**config.mk**
```make
export PLATFORM = sky130hd
export DESIGN_NAME = stuck_bit_detector
export DESIGN_NICKNAME = d
export VERILOG_FILES = /design/src/rtl/stuck_bit_pkg.sv /design/src/rtl/stuck_bit_gate.sv /design/src/rtl/stuck_bit_run.sv /design/src/rtl/stuck_bit_flag.sv /design/src/rtl/stuck_bit_detector.sv
export SDC_FILE = /design/constraint.sdc
export NUM_CORES = 1
export LEC_CHECK = 0
export BUFFER_PORTS_ARGS = -buffer_cell sky130_fd_sc_hd__buf_2
export CAP_MARGIN = 30
export CORE_AREA = 4 4 50 63
export CTS_CLUSTER_SIZE = 14
export DETAILED_ROUTE_END_ITERATION = 10
export DIE_AREA = 0 0 54 67
export HOLD_SLACK_MARGIN = 0.08
export PLACE_DENSITY = 0.8
export SLEW_MARGIN = 20
export SYNTH_ARGS = -nofsm -noshare
export SYNTH_HDL_FRONTEND = slang
export SYNTH_HIERARCHICAL = 1
export SYNTH_SLANG_ARGS = --single-unit
```
**constraint.sdc**
```tcl
create_clock -name clk -period 2.4 [get_ports clk]
set_clock_uncertainty 0.1 [all_clocks]
set_input_delay 0 -clock clk [delete_from_list [all_inputs] [get_ports clk]]
set_output_delay 0 -clock clk [all_outputs]
set_load 0.1 [all_outputs]
```
**src/rtl/stuck_bit_pkg.sv**
```systemverilog
package stuck_bit_pkg;

    typedef enum logic [1:0] {
        RUN_BOTH  = 2'b00,
        RUN_ONES  = 2'b01,
        RUN_ZEROS = 2'b10,
        RUN_OFF   = 2'b11
    } run_opt_e;

    typedef struct packed {
        logic flag;
        logic brk;
    } sticky_t;

endpackage

```
**src/rtl/stuck_bit_gate.sv**
```systemverilog
module stuck_bit_gate
    import stuck_bit_pkg::*;
(
    input  logic       bit_in,
    input  logic [1:0] run_opt,
    input  logic       gate_mode,
    input  logic       chan_en,
    input  logic       main_en,
    input  logic       filt_busy,
    output logic       active,
    output logic       counted
);
    logic opt_live;
    logic cond_ok;

    always_comb begin
        opt_live = (run_opt_e'(run_opt) != RUN_OFF);
        cond_ok  = gate_mode ? filt_busy : 1'b1;
        active   = chan_en && main_en && cond_ok && opt_live;
        unique case (run_opt_e'(run_opt))
            RUN_BOTH:  counted = 1'b1;
            RUN_ONES:  counted = bit_in;
            RUN_ZEROS: counted = !bit_in;
            default:   counted = 1'b0;
        endcase
    end
endmodule

```
**src/rtl/stuck_bit_run.sv**
```systemverilog
module stuck_bit_run #(
    parameter int CNT_W = 8
) (
    input  logic             clk,
    input  logic             rst_n,
    input  logic             active,
    input  logic             counted,
    input  logic             bit_valid,
    input  logic             bit_in,
    input  logic [CNT_W-1:0] limit,
    output logic [CNT_W-1:0] run_cnt,
    output logic             hit
);
    localparam logic [CNT_W-1:0] ONE = CNT_W'(1);

    typedef struct packed {
        logic [CNT_W-1:0] cnt;
        logic             prev;
    } run_t;

    run_t cur_q, nxt_d;
    logic restart;

    always_comb begin
        nxt_d   = cur_q;
        hit     = 1'b0;
        restart = 1'b0;
        if (!active) begin
            nxt_d.cnt = '0;
        end else if (bit_valid) begin
            nxt_d.prev = bit_in;
            if (!counted) begin
                nxt_d.cnt = '0;
            end else if ((cur_q.cnt != '0) && (bit_in == cur_q.prev)) begin
                if (cur_q.cnt < limit) begin
                    nxt_d.cnt = cur_q.cnt + ONE;
                end
            end else begin
                nxt_d.cnt = ONE;
                restart   = 1'b1;
            end
            hit = counted && (nxt_d.cnt == limit) && (restart || (cur_q.cnt != limit));
        end
    end

    always_ff @(posedge clk or negedge rst_n) begin
        if (!rst_n) begin
            cur_q <= '0;
        end else begin
            cur_q <= nxt_d;
        end
    end

    assign run_cnt = cur_q.cnt;
endmodule

```
**src/rtl/stuck_bit_flag.sv**
```systemverilog
module stuck_bit_flag
    import stuck_bit_pkg::*;
(
    input  logic clk,
    input  logic rst_n,
    input  logic hit,
    input  logic brk_en,
    input  logic clr,
    output logic flag,
    output logic brk
);
    sticky_t st_q, st_d;

    always_comb begin
        st_d.flag = hit || (st_q.flag && !clr);
        st_d.brk  = (hit && brk_en) || (st_q.brk && !clr);
    end

    always_ff @(posedge clk or negedge rst_n) begin
        if (!rst_n) begin
            st_q <= '0;
        end else begin
            st_q <= st_d;
        end
    end

    assign flag = st_q.flag;
    assign brk  = st_q.brk;
endmodule

```
**src/rtl/stuck_bit_detector.sv**
```systemverilog
module stuck_bit_detector #(
    parameter int CNT_W = 8
) (
    input  logic             clk,
    input  logic             rst_n,
    input  logic             bit_valid,
    input  logic             bit_in,
    input  logic [1:0]       run_opt,
    input  logic [CNT_W-1:0] run_limit,
    input  logic             gate_mode,
    input  logic             chan_en,
    input  logic             main_en,
    input  logic             filt_busy,
    input  logic             brk_en,
    input  logic             flag_clr,
    output logic             stuck_flag,
    output logic             brk_req
);
    logic             active_w;
    logic             counted_w;
    logic             hit_w;
    logic [CNT_W-1:0] run_cnt_w;

    stuck_bit_gate u_gate (
        .bit_in    (bit_in),
        .run_opt   (run_opt),
        .gate_mode (gate_mode),
        .chan_en   (chan_en),
        .main_en   (main_en),
        .filt_busy (filt_busy),
        .active    (active_w),
        .counted   (counted_w)
    );

    stuck_bit_run #(.CNT_W(CNT_W)) u_run (
        .clk       (clk),
        .rst_n     (rst_n),
        .active    (active_w),
        .counted   (counted_w),
        .bit_valid (bit_valid),
        .bit_in    (bit_in),
        .limit     (run_limit),
        .run_cnt   (run_cnt_w),
        .hit       (hit_w)
    );

    stuck_bit_flag u_flag (
        .clk    (clk),
        .rst_n  (rst_n),
        .hit    (hit_w),
        .brk_en (brk_en),
        .clr    (flag_clr),
        .flag   (stuck_flag),
        .brk    (brk_req)
    );
endmodule

```
=== Yosys cells after proc, flatten, opt, wreduce, memory -nomap -nowiden ===
Index checks and enable logic that the tools add are counted.

* Input bits: 20
* Output and inout port bits: 2
* Logic and storage cells: 45
* Register bits after elaboration: 11

* Equality and inequality tests: 7
* $add $sub $neg: 1
* Multiplexer cells: 15
* Reductions and logical operators: 17
* $lt $le $gt $ge: 1

{| class="wikitable"
|+ Operator list
! cell !! number
|-
| $mux 8 || 6
|-
| $logic_and 1x1->1 || 9
|-
| $mux 9 || 1
|-
| $add 8x1->8 const B || 1
|-
| $eq 8x8->1 || 1
|-
| $lt 8x8->1 || 1
|-
| $ne 8x8->1 || 1
|-
| $reduce_bool 8->1 || 1
|-
| $mux 1 || 7
|-
| $ne 2x2->1 const B || 2
|-
| $logic_or 1x1->1 || 3
|-
| $pmux 1 s3 || 1
|-
| $eq 2x1->1 const B || 1
|-
| $eq 2x2->1 const B || 1
|-
| $logic_not 1->1 || 2
|-
| $logic_not 2->1 || 1
|-
| $reduce_and 2->1 || 1
|-
| $eq 1x1->1 || 1
|}

=== Logic depth before layout (Yosys ltp) ===
Gate-level depths: netlist of the first run.

* Depth after elaboration: 13
* Mapped depth: 12
* Gate-level depth less buffers: 11

=== Cells and area by module ===
Netlist of the first run, hierarchy kept.

{| class="wikitable"
|+ Modules (own cells, without submodules)
! module !! cells each !! instances !! sequential area each (µm²) !! area each (µm²)
|-
| stuck_bit_run || 142 || 1 || 225.2 || 1137.3
|-
| stuck_bit_flag || 5 || 1 || 50.0 || 71.3
|-
| stuck_bit_gate || 4 || 1 || 0.0 || 32.5
|}

=== Worst setup path after synthesis of the first run ===
Ideal clock, no wire load.

* Kind: register to register
* From: register u_run.cur_q, in the netlist u_run/run_cnt[1]
* To: register u_flag.st_q, in the netlist u_flag/brk
* Stages on the path, launching flop included: 11
* Setup slack: -0.280 ns
* Data required time: 2.230 ns
* Buffers on the path: 0
* Arrival time: 2.510 ns
* Library setup time: 0.070 ns
* Cell sequence: dfrtp_1 > ha_1 > nor2b_1 > o211ai_1 > a21oi_1 > or3_2 > a21oi_2 > xnor2_2 > nand4_1 > nor4_2 > a22o_1

{| class="wikitable"
|+ RTL lines
! what !! RTL line !! source
|-
| from (decl) || stuck_bit_run.sv:21 || <nowiki>run_t cur_q, nxt_d;</nowiki>
|-
| from (signal assigned) || stuck_bit_run.sv:50 || <nowiki>cur_q <= nxt_d;</nowiki>
|-
| to (signal assigned) || stuck_bit_flag.sv:23 || <nowiki>st_q <= st_d;</nowiki>
|-
| to (decl) || stuck_bit_flag.sv:12 || <nowiki>sticky_t st_q, st_d;</nowiki>
|}

==> impl_metrics.env, run 1 <==
export IMPL_core_area_um2=2600
export IMPL_switching_share=0.269
export IMPL_cap_violations=0
export IMPL_first_pass_iters=4
export IMPL_drtIter0Drc=32
export IMPL_drv_slew=0
export IMPL_required_ps=2500
export IMPL_syn_num_nets=173
export IMPL_internal_power_w=0.000312
export IMPL_clkTransAtPathRegs_ps=60
export IMPL_worst_pin_slew_ps=501
export IMPL_p_switching_w=0.000115
export IMPL_setup_viol=2
export IMPL_place_inst=218
export IMPL_n_antenna_cell=0
export IMPL_place_gp_congestion=0.945
export IMPL_grt_pass1_wl_mm=5.65
export IMPL_path_buf_inv=1
export IMPL_portBuffers=21
export IMPL_clockBufferDepth=2
export IMPL_pwr_share_seq=0.451
export IMPL_vias=1338
export IMPL_die_x_um=54
export IMPL_rows=21
export IMPL_cp_arrival_ps=2870
export IMPL_max_freq_mhz=361
export IMPL_maxSlewHeadroom=0.665
export IMPL_hpwlAfterDp_mm=2.59
export IMPL_period_needed_ps=2770
export IMPL_yosysWarnings=6
export IMPL_cts_sinks=11
export IMPL_period_share=1.15
export IMPL_hp_class="input pin to register"
export IMPL_die_area_um2=3620
export IMPL_vias_per_cell=5.60
export IMPL_cts_buffers=3
export IMPL_peakVddDrop_uv=183
export IMPL_first_global_vias=1338
export IMPL_route_detailed_drc=0
export IMPL_clk_latency_ps=260
export IMPL_ant_nets=0
export IMPL_num_fill_cells=196
export IMPL_synthCells=143
export IMPL_endpoint_kind="register"
export IMPL_cts_tree="built"
export IMPL_worstSetupPathType="register to register"
export IMPL_antenna_found_initial=0
export IMPL_drive_gt1_frac=0.410
export IMPL_hold_viol_final=0
export IMPL_wl_per_cell_um=14.5
export IMPL_cts_root_buf="clkbuf_4"
export IMPL_final_cell_count_no_fill=239
export IMPL_violations="negative setup slack"
export IMPL_rsz0062_at_grt="true"
export IMPL_combPwrFrac=0.265
export IMPL_die_h_um=67
export IMPL_crit_family="simple AND/OR/NAND/NOR gates"
export IMPL_grt_start_max_net_pins=13
export IMPL_p_per_area_nw_per_um2=243
export IMPL_status="finished, violations left"
export IMPL_area_growth_pct=48.6
export IMPL_nets=236
export IMPL_grt_ovfl_total=0
export IMPL_worst_path_max_fanout=6
export IMPL_htree_levels=1
export IMPL_wirelength_mm=3.48
export IMPL_fin_ws_ps=-369
export IMPL_crit_chain="inv_1 > ha_1 > or4b_4 > o41ai_4 > or2_4 > nor2_1 > mux2i_1 > xnor2_1 > nand3_1 > nor4_4 > a22o_1"
export IMPL_start_kind="register"
export IMPL_p_clk_frac=0.284
export IMPL_crit_slowest_cell="or4b_4"
export IMPL_fin_util=0.675
export IMPL_ios=22
export IMPL_hold_slack_ps=214
export IMPL_avgSynthCellArea_um2=8.26
export IMPL_initial_core_util=0.454
export IMPL_setup_tns_ps=-682
export IMPL_grtUsageTotal=0.208
export IMPL_p_leak_nw=0.785
export IMPL_synth_area_um2=1180
export IMPL_slowest_delay_ps=460
## registers in the layout, indices dropped and copies added (netlist names)
| name | count |
|---|---|
| u_flag/flag | 1 |
| u_run/cur_q | 1 |
| u_flag/brk | 1 |
| u_run/run_cnt | 8 |
## cell usage in the layout (no fill, tap or decap), drive strengths merged
cell type / instances
a21boi: 2
a21o: 2
a21oi: 12
a221oi: 1
a22o: 1
a22oi: 2
and3: 2
buf: 51
clkbuf: 4
dfrtp: 11
dlygate4sd3: 10
ha: 10
inv: 13
mux2: 1
mux2i: 4
nand2: 9
nand2b: 1
nand3: 3
nand4: 7
nor2: 13
nor2b: 6
nor3: 5
nor4: 3
o211ai: 1
o21a: 3
o21ai: 11
o31ai: 1
o41ai: 1
or2: 1
or3: 2
or4b: 1
xnor2: 10
xor2: 1
## worst paths after layout
| path | startpoint | endpoint | slack, ps | depth (start not counted) |
|---|---|---|---|---|
| setup reg to reg | u_run/run_cnt[1] | u_flag/brk | -370 | 11 |
| min in group asynchronous | rst_n | u_run/run_cnt[2] | 670 | 3 |
| hold reg to reg | u_flag/brk | u_flag/brk | 390 | 1 |
| setup / recovery | u_run/run_cnt[1] | u_flag/brk | -370 | 11 |
| max in group asynchronous | rst_n | u_run/run_cnt[0] | 1170 | 3 |
| hold / removal | run_limit[3] | u_flag/flag | 210 | 5 |
## worst min-delay path: cells and delay by family
kind	cells	cell delay, ps
buf+inv	1	100
simple gates	2	180
xor+xnor	1	70
compound gates	1	180
## what timing repair did
action                                 4_1_cts  5_1_grt
gates resized for setup                      7       13
buffers inserted                             6        1
endpoints found under the hold margin       18        0
setup endpoints to repair                    4        4
pin swaps                                    8        8
hold buffers                                10        0
## area by class of cell
cell class | count | area [um^2] | share of cell area
Tap cell | 34 | 42.5 | 0.0242
Sequential cell | 11 | 278 | 0.158
Clock buffer | 4 | 26.3 | 0.0150
Inverter | 13 | 48.8 | 0.0278
Timing Repair Buffer | 61 | 434 | 0.247
Multi-Input combinational cell | 116 | 926 | 0.527
## layer usage
metal	up-vias	global-route usage	routed length, um
met5	-	0	0
met4	0	0.0685	40
met3	6	0.0358	130
met2	42	0.397	1950
met1	651	0.220	1360
li1	639	-	-
## per-stage QoR
| step | total power, W | instance area, um^2 | worst slack [ps] |
|---|---|---|---|
| floorplan | 0.000250 | 1200 | -200 |
| global placement | 0.000284 | 1490 | -293 |
| detailed placement | 0.000288 | 1490 | -433 |
| CTS | 0.000426 | 1700 | -369 |
| global route | 0.000451 | 1760 | -486 |
| finish | 0.000427 | 1760 | -369 |
## power groups by stage
stage / sequential (W) / clock, W / combinational, W
after floorplan: 0.000197 / 0 / 0.0000537
after global placement: 0.000196 / 0 / 0.0000883
after detailed placement: 0.000196 / 0 / 0.0000917
after global routing: 0.000193 / 0.000134 / 0.000124
after CTS: 0.000193 / 0.000126 / 0.000107
final: 0.000193 / 0.000121 / 0.000113
No activity file was read; power rests on OpenSTA's default activity.
==> run 2, diff against run 1 <==
--- a/config.mk
+++ b/config.mk
@@ -13,6 +13,7 @@
 export DIE_AREA = 0 0 54 67
 export HOLD_SLACK_MARGIN = 0.08
 export PLACE_DENSITY = 0.8
+export SETUP_SLACK_MARGIN = 0.4
 export SLEW_MARGIN = 20
 export SYNTH_ARGS = -nofsm -noshare
 export SYNTH_HDL_FRONTEND = slang
==> run 2 against run 1 <==
The run still ends with negative setup slack left. First-iteration DRC count rose by 41%. Worst setup slack worse by 120 ps. Critical endpoint unchanged. Cell count is 2.9% higher. Via count is 4.6% higher. Global-route usage grew 4.9 points. Clock power about the same. Critical path type unchanged. Sequential share of layout area decreased by 1.4 points. Clock-buffer cell count unchanged. Cell area grew 9.6%.
==> impl_metrics.env, run 2 (same netlist as run 1, synthesis figures left out) <==
export IMPL_status="finished, violations left"
export IMPL_violations="negative setup slack"
export IMPL_area_growth_pct=62.8
export IMPL_hp_class="input pin to register"
export IMPL_die_x_um=54
export IMPL_peakVddDrop_uv=255
export IMPL_crit_chain="ha_1 > a21oi_1 > a21oi_2 > buf_4 > or3_4 > a21oi_2 > xnor2_2 > nand4_1 > nor4_4 > a22o_1"
export IMPL_p_clk_frac=0.276
export IMPL_hold_viol_final=0
export IMPL_cts_tree="built"
export IMPL_cap_violations=0
export IMPL_required_ps=2500
export IMPL_pwr_share_seq=0.433
export IMPL_endpoint_kind="register"
export IMPL_wl_met1_mm=1.59
export IMPL_portBuffers=21
export IMPL_combPwrFrac=0.291
export IMPL_rows=21
export IMPL_setup_viol=3
export IMPL_cts_sinks=11
export IMPL_hold_slack_ps=106
export IMPL_die_h_um=67
export IMPL_cts_root_buf="clkbuf_4"
export IMPL_preCtsSetupSlack_ps=-441
export IMPL_vias=1399
export IMPL_met2WireLength_mm=2.36
export IMPL_drv_slew=0
export IMPL_antenna_found_initial=0
export IMPL_period_share=1.20
export IMPL_start_kind="register"
export IMPL_grtUsageTotal=0.257
export IMPL_wirelength_mm=4.32
export IMPL_n_antenna_cell=0
export IMPL_largest_register_ffs=8
export IMPL_final_cell_count_no_fill=246
export IMPL_grt_ovfl_total=0
export IMPL_first_global_vias=1466
export IMPL_hpwlAfterDp_mm=2.79
export IMPL_final_common_cell="buf_4"
export IMPL_drive_gt1_frac=0.491
export IMPL_max_freq_mhz=346
export IMPL_layout_common_cells="buf_4 (28), buf_2 (21), inv_1 (12), dfrtp_1 (10), buf_6 (10)"
export IMPL_htree_levels=1
export IMPL_top_layer_used="met4"
export IMPL_internal_power_w=0.000321
export IMPL_initial_core_util=0.454
export IMPL_first_pass_iters=4
export IMPL_cp_arrival_ps=2990
export IMPL_slowest_delay_ps=440
export IMPL_wl_met3_um=200
export IMPL_grt_pass1_wl_mm=6.71
export IMPL_rsz0062_at_grt="true"
export IMPL_p_leak_nw=0.851
export IMPL_nets=243
export IMPL_cp_common_cell="a21oi_2"
export IMPL_p_per_area_nw_per_um2=232
export IMPL_switching_share=0.281
export IMPL_worst_pin_slew_ps=542
export IMPL_crit_slowest_cell="dfrtp_1"
export IMPL_clkTransAtPathRegs_ps=70
export IMPL_wl_per_cell_um=17.6
export IMPL_path_buf_inv=1
export IMPL_die_area_um2=3620
export IMPL_worst_path_max_fanout=4
export IMPL_core_area_um2=2600
export IMPL_fin_util=0.739
export IMPL_setup_tns_ps=-957
export IMPL_ant_nets=0
export IMPL_clk_latency_ps=260
export IMPL_crit_family="simple AND/OR/NAND/NOR gates"
export IMPL_cts_buffers=3
export IMPL_period_needed_ps=2890
export IMPL_grt_start_max_net_pins=13
export IMPL_ios=22
export IMPL_worstSetupPathType="register to register"
export IMPL_route_detailed_drc=0
export IMPL_place_gp_congestion=0.986
export IMPL_fin_ws_ps=-490
export IMPL_p_switching_w=0.000125
export IMPL_clockBufferDepth=2
export IMPL_maxSlewHeadroom=0.636
export IMPL_place_inst=220
export IMPL_drtIter0Drc=45
export IMPL_vias_per_cell=5.69
-- run 2: routing by layer --
metal,global-route usage,vias to the layer above
li1,-,649
met1,0.259,680
met2,0.474,54
met3,0.0604,16
met4,0.125,0
met5,0,-
-- run 2: cell type report --
cell class,count,area [um^2]
timing repair buffer,68,518
tap,34,42.5
clock buffer,4,26.3
multi-input combinational,116,1010
sequential,11,277
inverter,13,48.8
fill,182,678
-- run 2: metrics by stage --
stage	area, um^2	power (W)
finish	1920	0.000446
global route	1920	0.000472
CTS	1820	0.000441
detailed placement	1510	0.000290
global placement	1510	0.000286
floorplan	1200	0.000250
-- run 2: worst paths after layout --
kind | cells after the start | start | end | slack [ps]
max reg2reg | 10 | u_run/run_cnt[3] | u_flag/brk | -490
max | 10 | u_run/run_cnt[3] | u_flag/brk | -490
min in group asynchronous | 3 | rst_n | u_run/run_cnt[2] | 680
max in group asynchronous | 3 | rst_n | u_run/run_cnt[0] | 1150
min | 4 | run_opt[1] | u_run/run_cnt[2] | 110
min reg2reg | 1 | u_flag/brk | u_flag/brk | 400
-- run 2: timing repair --
| action | CTS | global route |
|---|---|---|
| hold endpoints to repair | 18 | 0 |
| setup buffers | 9 | 4 |
| setup endpoints to repair | 10 | 10 |
| pin swaps | 21 | 10 |
| hold buffers | 9 | 0 |
| resized for setup | 36 | 15 |
-- run 2: worst min-delay path, delay by kind of cell --
kind	cells	cell delay, ps
buf+inv	2	250
compound gates	1	50
simple gates	1	130
-- run 2: power groups by stage --
| stage | registers [W] | logic, W | clock network (W) |
|---|---|---|---|
| final | 0.000193 | 0.000130 | 0.000123 |
| after global routing | 0.000194 | 0.000141 | 0.000137 |
| after CTS | 0.000193 | 0.000118 | 0.000130 |
| after detailed placement | 0.000196 | 0.0000936 | 0 |
| after global placement | 0.000196 | 0.0000902 | 0 |
| after floorplan | 0.000197 | 0.0000537 | 0 |
